==> config.mk <==
export PLATFORM = sky130hd
export DESIGN_NAME = serial_reg_port
export DESIGN_NICKNAME = d
export VERILOG_FILES = /design/src/rtl/sp_pkg.sv /design/src/rtl/sp_bitcount.sv /design/src/rtl/sp_rx.sv /design/src/rtl/sp_tx.sv /design/src/rtl/serial_reg_port.sv
export SDC_FILE = /design/constraint.sdc
export NUM_CORES = 1
export LEC_CHECK = 0
export ABC_CLOCK_PERIOD_IN_PS = 2100
export BUFFER_PORTS_ARGS = -buffer_cell sky130_fd_sc_hd__buf_2
export CORE_MARGIN = 4
export CORE_UTILIZATION = 51
export DETAILED_ROUTE_END_ITERATION = 8
export GPL_TIMING_DRIVEN = 0
export PLACE_DENSITY = 0.8
export SYNTH_ARGS = -nofsm -noshare
export SYNTH_HDL_FRONTEND = slang
export SYNTH_HIERARCHICAL = 1
export SYNTH_SLANG_ARGS = --single-unit
==> constraint.sdc <==
create_clock -name sclk -period 2.1 [get_ports sclk]
set_input_delay 0.315 -clock sclk [delete_from_list [all_inputs] [get_ports sclk]]
set_output_delay 0.315 -clock sclk [all_outputs]
set_load 0.01 [all_outputs]
==> src/rtl/sp_pkg.sv <==
package sp_pkg;
  // Position of an address bit given its frame slot (slot 1 is the first address bit).
  function automatic int addr_slot(int pos, logic msb_first, int aw);
    return msb_first ? (aw - pos) : (pos - 1);
  endfunction

  // Position of a data bit given its order k within the data byte (k=0 travels first).
  function automatic int data_slot(int k, logic msb_first, int dw);
    return msb_first ? (dw - 1 - k) : k;
  endfunction
endpackage

==> src/rtl/sp_bitcount.sv <==
module sp_bitcount #(
  parameter int AW = 6,
  parameter int DW = 8,
  localparam int FRAME = AW + DW + 2,
  localparam int CW = $clog2(FRAME + 1)
) (
  input  logic          sclk,
  input  logic          clr,
  output logic [CW-1:0] cnt
);
  localparam logic [CW-1:0] C_FRAME = CW'(FRAME);

  always_ff @(posedge sclk or posedge clr) begin
    if (clr) cnt <= '0;
    else if (cnt != C_FRAME) cnt <= cnt + 1'b1;
  end


  cnt_saturate_chk: assert property (@(posedge sclk) disable iff (clr) cnt <= C_FRAME);
endmodule

==> src/rtl/sp_rx.sv <==
module sp_rx
  import sp_pkg::*;
#(
  parameter int AW = 6,
  parameter int DW = 8,
  localparam int FRAME = AW + DW + 2,
  localparam int CW = $clog2(FRAME + 1),
  localparam int AIW = $clog2(AW),
  localparam int DIW = $clog2(DW)
) (
  input  logic          sclk,
  input  logic          clr,
  input  logic          msb_first,
  input  logic          sdi,
  input  logic [CW-1:0] cnt,
  output logic          is_read,
  output logic [AW-1:0] addr,
  output logic          wr_stb,
  output logic          rd_stb,
  output logic [DW-1:0] wdata
);
  localparam logic [CW-1:0] C_ADDR_END = CW'(AW);
  localparam logic [CW-1:0] C_CMD      = CW'(AW + 2);
  localparam logic [CW-1:0] C_LAST     = CW'(FRAME - 1);

  logic [DW-1:0]  dbuf;
  logic [AIW-1:0] a_idx;
  logic [DIW-1:0] d_idx, last_idx;

  always_comb begin
    a_idx    = AIW'(addr_slot(int'(cnt), msb_first, AW));
    d_idx    = DIW'(data_slot(int'(cnt) - (AW + 2), msb_first, DW));
    last_idx = DIW'(data_slot(DW - 1, msb_first, DW));
  end

  always_ff @(posedge sclk or posedge clr) begin
    if (clr) begin
      is_read <= 1'b0;
      addr    <= '0;
      dbuf    <= '0;
    end else if (cnt == '0) begin
      is_read <= sdi;
    end else if (cnt <= C_ADDR_END) begin
      addr[a_idx] <= sdi;
    end else if (cnt >= C_CMD && cnt < C_LAST) begin
      dbuf[d_idx] <= sdi;
    end
  end

  // The final data bit is still on the line when storage samples it.
  always_comb begin
    wdata           = dbuf;
    wdata[last_idx] = sdi;
  end

  assign wr_stb = !clr && !is_read && (cnt == C_LAST);
  assign rd_stb = !clr &&  is_read && (cnt == C_CMD - 1'b1);
endmodule

==> src/rtl/sp_tx.sv <==
module sp_tx
  import sp_pkg::*;
#(
  parameter int AW = 6,
  parameter int DW = 8,
  localparam int FRAME = AW + DW + 2,
  localparam int CW = $clog2(FRAME + 1),
  localparam int DIW = $clog2(DW)
) (
  input  logic          sclk,
  input  logic          clr,
  input  logic          msb_first,
  input  logic [CW-1:0] cnt,
  input  logic          is_read,
  input  logic [DW-1:0] rdata,
  output logic          sdo,
  output logic          sdo_oe
);
  localparam logic [CW-1:0] C_CMD   = CW'(AW + 2);
  localparam logic [CW-1:0] C_FRAME = CW'(FRAME);

  logic [DW-1:0]  hold, src;
  logic [DIW-1:0] o_idx;
  logic           in_window;

  always_comb begin
    in_window = is_read && cnt >= C_CMD && cnt < C_FRAME;
    src       = (cnt == C_CMD) ? rdata : hold;
    o_idx     = DIW'(data_slot(int'(cnt) - (AW + 2), msb_first, DW));
  end

  always_ff @(negedge sclk or posedge clr) begin
    if (clr) begin
      sdo    <= 1'b0;
      sdo_oe <= 1'b0;
      hold   <= '0;
    end else if (in_window) begin
      sdo_oe <= 1'b1;
      sdo    <= src[o_idx];
      if (cnt == C_CMD) hold <= rdata;
    end else begin
      sdo_oe <= 1'b0;
      sdo    <= 1'b0;
    end
  end


  oe_window_chk: assert property (@(posedge sclk) disable iff (clr)
    sdo_oe |-> (is_read && cnt >= C_CMD && cnt < C_FRAME));
endmodule

==> src/rtl/serial_reg_port.sv <==
module serial_reg_port #(
  parameter int AW = 6,
  parameter int DW = 8
) (
  input  logic          rst_n,
  input  logic          sclk,
  input  logic          cs_n,
  input  logic          mode,
  input  logic          sdi,
  output logic          sdo,
  output logic          sdo_oe,
  output logic [AW-1:0] rf_addr,
  output logic          rf_wr,
  output logic [DW-1:0] rf_wdata,
  output logic          rf_rd,
  input  logic [DW-1:0] rf_rdata
);
  localparam int FRAME = AW + DW + 2;
  localparam int CW = $clog2(FRAME + 1);

  logic          frame_clr;
  logic [CW-1:0] bit_cnt;
  logic          is_read;

  assign frame_clr = !rst_n || cs_n;

  sp_bitcount #(.AW(AW), .DW(DW)) u_cnt (
    .sclk(sclk), .clr(frame_clr), .cnt(bit_cnt)
  );

  sp_rx #(.AW(AW), .DW(DW)) u_rx (
    .sclk(sclk), .clr(frame_clr), .msb_first(mode), .sdi(sdi), .cnt(bit_cnt),
    .is_read(is_read), .addr(rf_addr), .wr_stb(rf_wr), .rd_stb(rf_rd),
    .wdata(rf_wdata)
  );

  sp_tx #(.AW(AW), .DW(DW)) u_tx (
    .sclk(sclk), .clr(frame_clr), .msb_first(mode), .cnt(bit_cnt),
    .is_read(is_read), .rdata(rf_rdata), .sdo(sdo), .sdo_oe(sdo_oe)
  );


  wr_no_drive_chk: assert property (@(posedge sclk) disable iff (frame_clr)
    rf_wr |-> !sdo_oe);

  rd_before_drive_chk: assert property (@(posedge sclk) disable iff (frame_clr)
    rf_rd |-> !sdo_oe);

  idle_quiet_chk: assert property (@(posedge sclk)
    frame_clr |-> (!rf_wr && !rf_rd));
endmodule

==> out/results.tsv <==
metric	value	unit
outcome	complete, but fails checks	
violated checks	setup timing	
Syn Inst Count	189	
# port buffers	30	
count of pins over their slew limit	0	
Post-DP HPWL	2752	microns
# setup viols final	12	
DR vias	1583	
Core Rows	21	
multiplexer area fraction after synthesis	18.14	%
DRC	0	
Max-slew headroom	61.38	%
Hold Buf Count CTS	0	
Startpoint Class	flip-flop	
GRT Total Usage	18.66	%
CTS tree	done	
Net Count, Synth	208	
post-synthesis async set-or-reset flop share	100.0	%
layout cell share with drive strength beyond 1	53.23	%
FILL cells	264	
largest net degree at the start of global routing	17	
clk sink count	30	
worst-margin pin slew	578.7	ps
nets@finish	266	
synthesized area per cell	10.11	sq um
Chip Height	69.21	microns
total CTS buffers	5	
Ant. Diodes	0	
Post-synth top flop	dfrtp_1	
Worst Path Required	1180	ps
post-DR vias/cell	5.384	
vias in the first global route	1503	
worst-case setup margin in the final layout	-578.6	ps
Pleak	1.176	nW
Max-cap violations	0	
Routed Antenna Nets	0	
H-tree lvl count	2	
Clock Latency Late Sink	290	ps
first-pass GRT wire length	7189	microns
unrepaired setup endpoints after global routing	true	
Synth Area in Compound Gates	8.579	%
Synth Area in Adders	3.929	%
number of synthesized flops with an enable pin	0	
drt wl/cell	15.49	microns
reg2reg start	u_cnt/cnt[0]$_DFFE_PP0P_	
Clock transition at path regs	60	ps
clk_skew	8.636	ps
CP Capture Point	u_tx/sdo$_DFF_NP0_	
worst reg2reg endpoint	u_tx/sdo$_DFF_NP0_	
post-synthesis simple-gate area fraction	21.22	%
Worst R2R Path Depth	7	
total gr overflow	0	
Final Hold Fails	0	
Longest Clk Path Bufs	2	
Ports	31	
Power Dens Cells	503.0	nW/um^2
worst vdd ir	413.3	uV
crit-path max FO	4	
initial antenna violation count	0	
CTS Root Cell	clkbuf_8	
Synth Area in XOR/XNOR	2.685	%
WP data arrival	1750	ps
Yosys cell types	45	
commonest non-fill, non-tap cell in the layout	buf_2	
Seq cells post-synth	30	
synth warn	6	
die area	4789	sq um
iteration-0 DRC count of the detailed router	132	
Worst Path Class, Setup	reg -> reg	
worst min path class	in -> async	
Core Area	3468	sq um
main combinational cell family by area after synthesis	simple AND/OR/NAND/NOR gates	
CP Capture Type	flip-flop	
placed inst area	2145	sq um
DRT Wirelength	4553	microns
Mapped Area	1911	sq um
CP startpoint	u_cnt/cnt[0]$_DFFE_PP0P_	
initial core utilization	55.09	%
sequential area share after synthesis	39.29	%
GP Congestion	0.8183	
r2r setup slk	-580	ps
Detailed Routing Iterations Pass 1	4	
Area Overhead vs Synth	34.25	%
die span in x	69.21	microns
commonest cells after routing, fill and taps aside	buf_2 (33), mux2_2 (23), buf_4 (21)	
pre-CTS setup slack	-804.1	ps
fin area	2565	sq um
==> cell usage after synthesis, types with 2 or more instances <==
cell type	number	area (sq um)
dfrtp_1	20	500.5
o21ai_0	3	15.01
and2_1	2	12.51
mux2i_1	5	50.05
buf_4	6	45.04
nand3_1	5	25.02
nor2_1	15	56.30
dfrtn_1	10	250.2
nor3_1	8	40.04
mux2_2	24	270.3
clkbuf_1	2	7.510
or3_1	3	18.77
nand2_1	10	37.54
and3b_1	2	17.52
nor3b_1	2	15.01
buf_2	4	20.02
a21oi_1	8	40.04
inv_1	8	30.03
o22ai_1	4	25.02
ha_1	6	75.07
o21ai_1	2	10.01
nor2b_1	3	18.77
nand2b_1	12	75.07
xnor2_1	4	35.03
==> critical path, stage by stage (launching register included) <==
cell,delay (ps)
dfrtp_2,420
buf_6,140
xor2_4,180
buf_6,130
mux2i_2,220
nor2_2,70
a2111oi_4,210
nor4b_2,100
==> through the flow <==
step	instances	TNS (ps)	hold slack, ps	total power, mW	util, %
2_1_floorplan	189	-4637	213.5	0.7453	-
4_1_cts	286	-3876	57.12	1.295	68.07
3_5_place_dp	265	-7693	364.5	0.8025	61.83
3_3_place_gp	265	-7464	358.0	0.7975	61.83
6_report	294	-3817	114.4	1.290	73.95
5_1_grt	294	-4485	147.9	1.365	73.95
==> state kept, by name, indices dropped and copies added, names as in the netlist <==
signal,cells
u_cnt/cnt,5
u_rx/addr,6
u_rx/dbuf,8
u_rx/is_read,1
u_tx/hold,8
u_tx/sdo,1
u_tx/sdo_oe,1
==> power breakdown <==
group,total (mW),internal (mW),switching [mW]
Sequential,0.637,0.617,0.0202
Clock,0.482,0.264,0.219
Combinational,0.171,0.0911,0.0797
Total,1.29,0.972,0.318
==> worst min path at each step <==
| stage | startpoint | endpoint | slack [ps] | cells after the start |
|---|---|---|---|---|
| finish | rst_n | u_cnt/cnt[3]$_DFFE_PP0P_ | 110 | 3 |
| global route | rst_n | u_cnt/cnt[3]$_DFFE_PP0P_ | 150 | 3 |
| CTS | rst_n | u_cnt/cnt[3]$_DFFE_PP0P_ | 60 | 3 |
| detailed placement | rst_n | u_cnt/cnt[3]$_DFFE_PP0P_ | 360 | 3 |
| global placement | rst_n | u_cnt/cnt[2]$_DFFE_PP0P_ | 360 | 3 |
| floorplan | rst_n | u_cnt/cnt[1]$_DFFE_PP0P_ | 210 | 2 |
==> repair_timing <==
| item | CTS | global route |
|---|---|---|
| setup endpoints to repair | 18 | 19 |
| setup buffers | 13 | 9 |
| pin swaps | 5 | 9 |
| gates resized for setup | 10 | 33 |
| cloned | 0 | 0 |
==> kinds of logic after synthesis <==
| logic type | after synthesis |
|---|---|
| compound gates | 25 |
| xor+xnor | 5 |
| fa+ha+maj | 6 |
| buf+inv | 22 |
| flops | 30 |
| mux | 31 |
| simple gates | 70 |
==> final cells by class <==
class                   count  area (sq um)  share of cell area [%]
clock buffers               7         86.33                   3.366
inverters                   9         33.78                   1.317
plain buffers              13         95.09                   3.707
clock inverters             1         5.005                  0.1951
well taps                  46         57.56                   2.244
multi-input cells         137          1200                   46.78
repair buffers             51         330.3                   12.88
flip-flops and latches     30         757.0                   29.51
==> routing by layer <==
layer,wire length [microns],part of all wire (%),track usage [%],vias to the layer above
met4,113,2.5,8.677,0
met1,1871,41,23.12,757
met3,226,5.0,4.783,11
li1,-,-,-,767
met5,0,0,0,-
met2,2341,51,30.30,48
(Power assumes the default switching activity.)
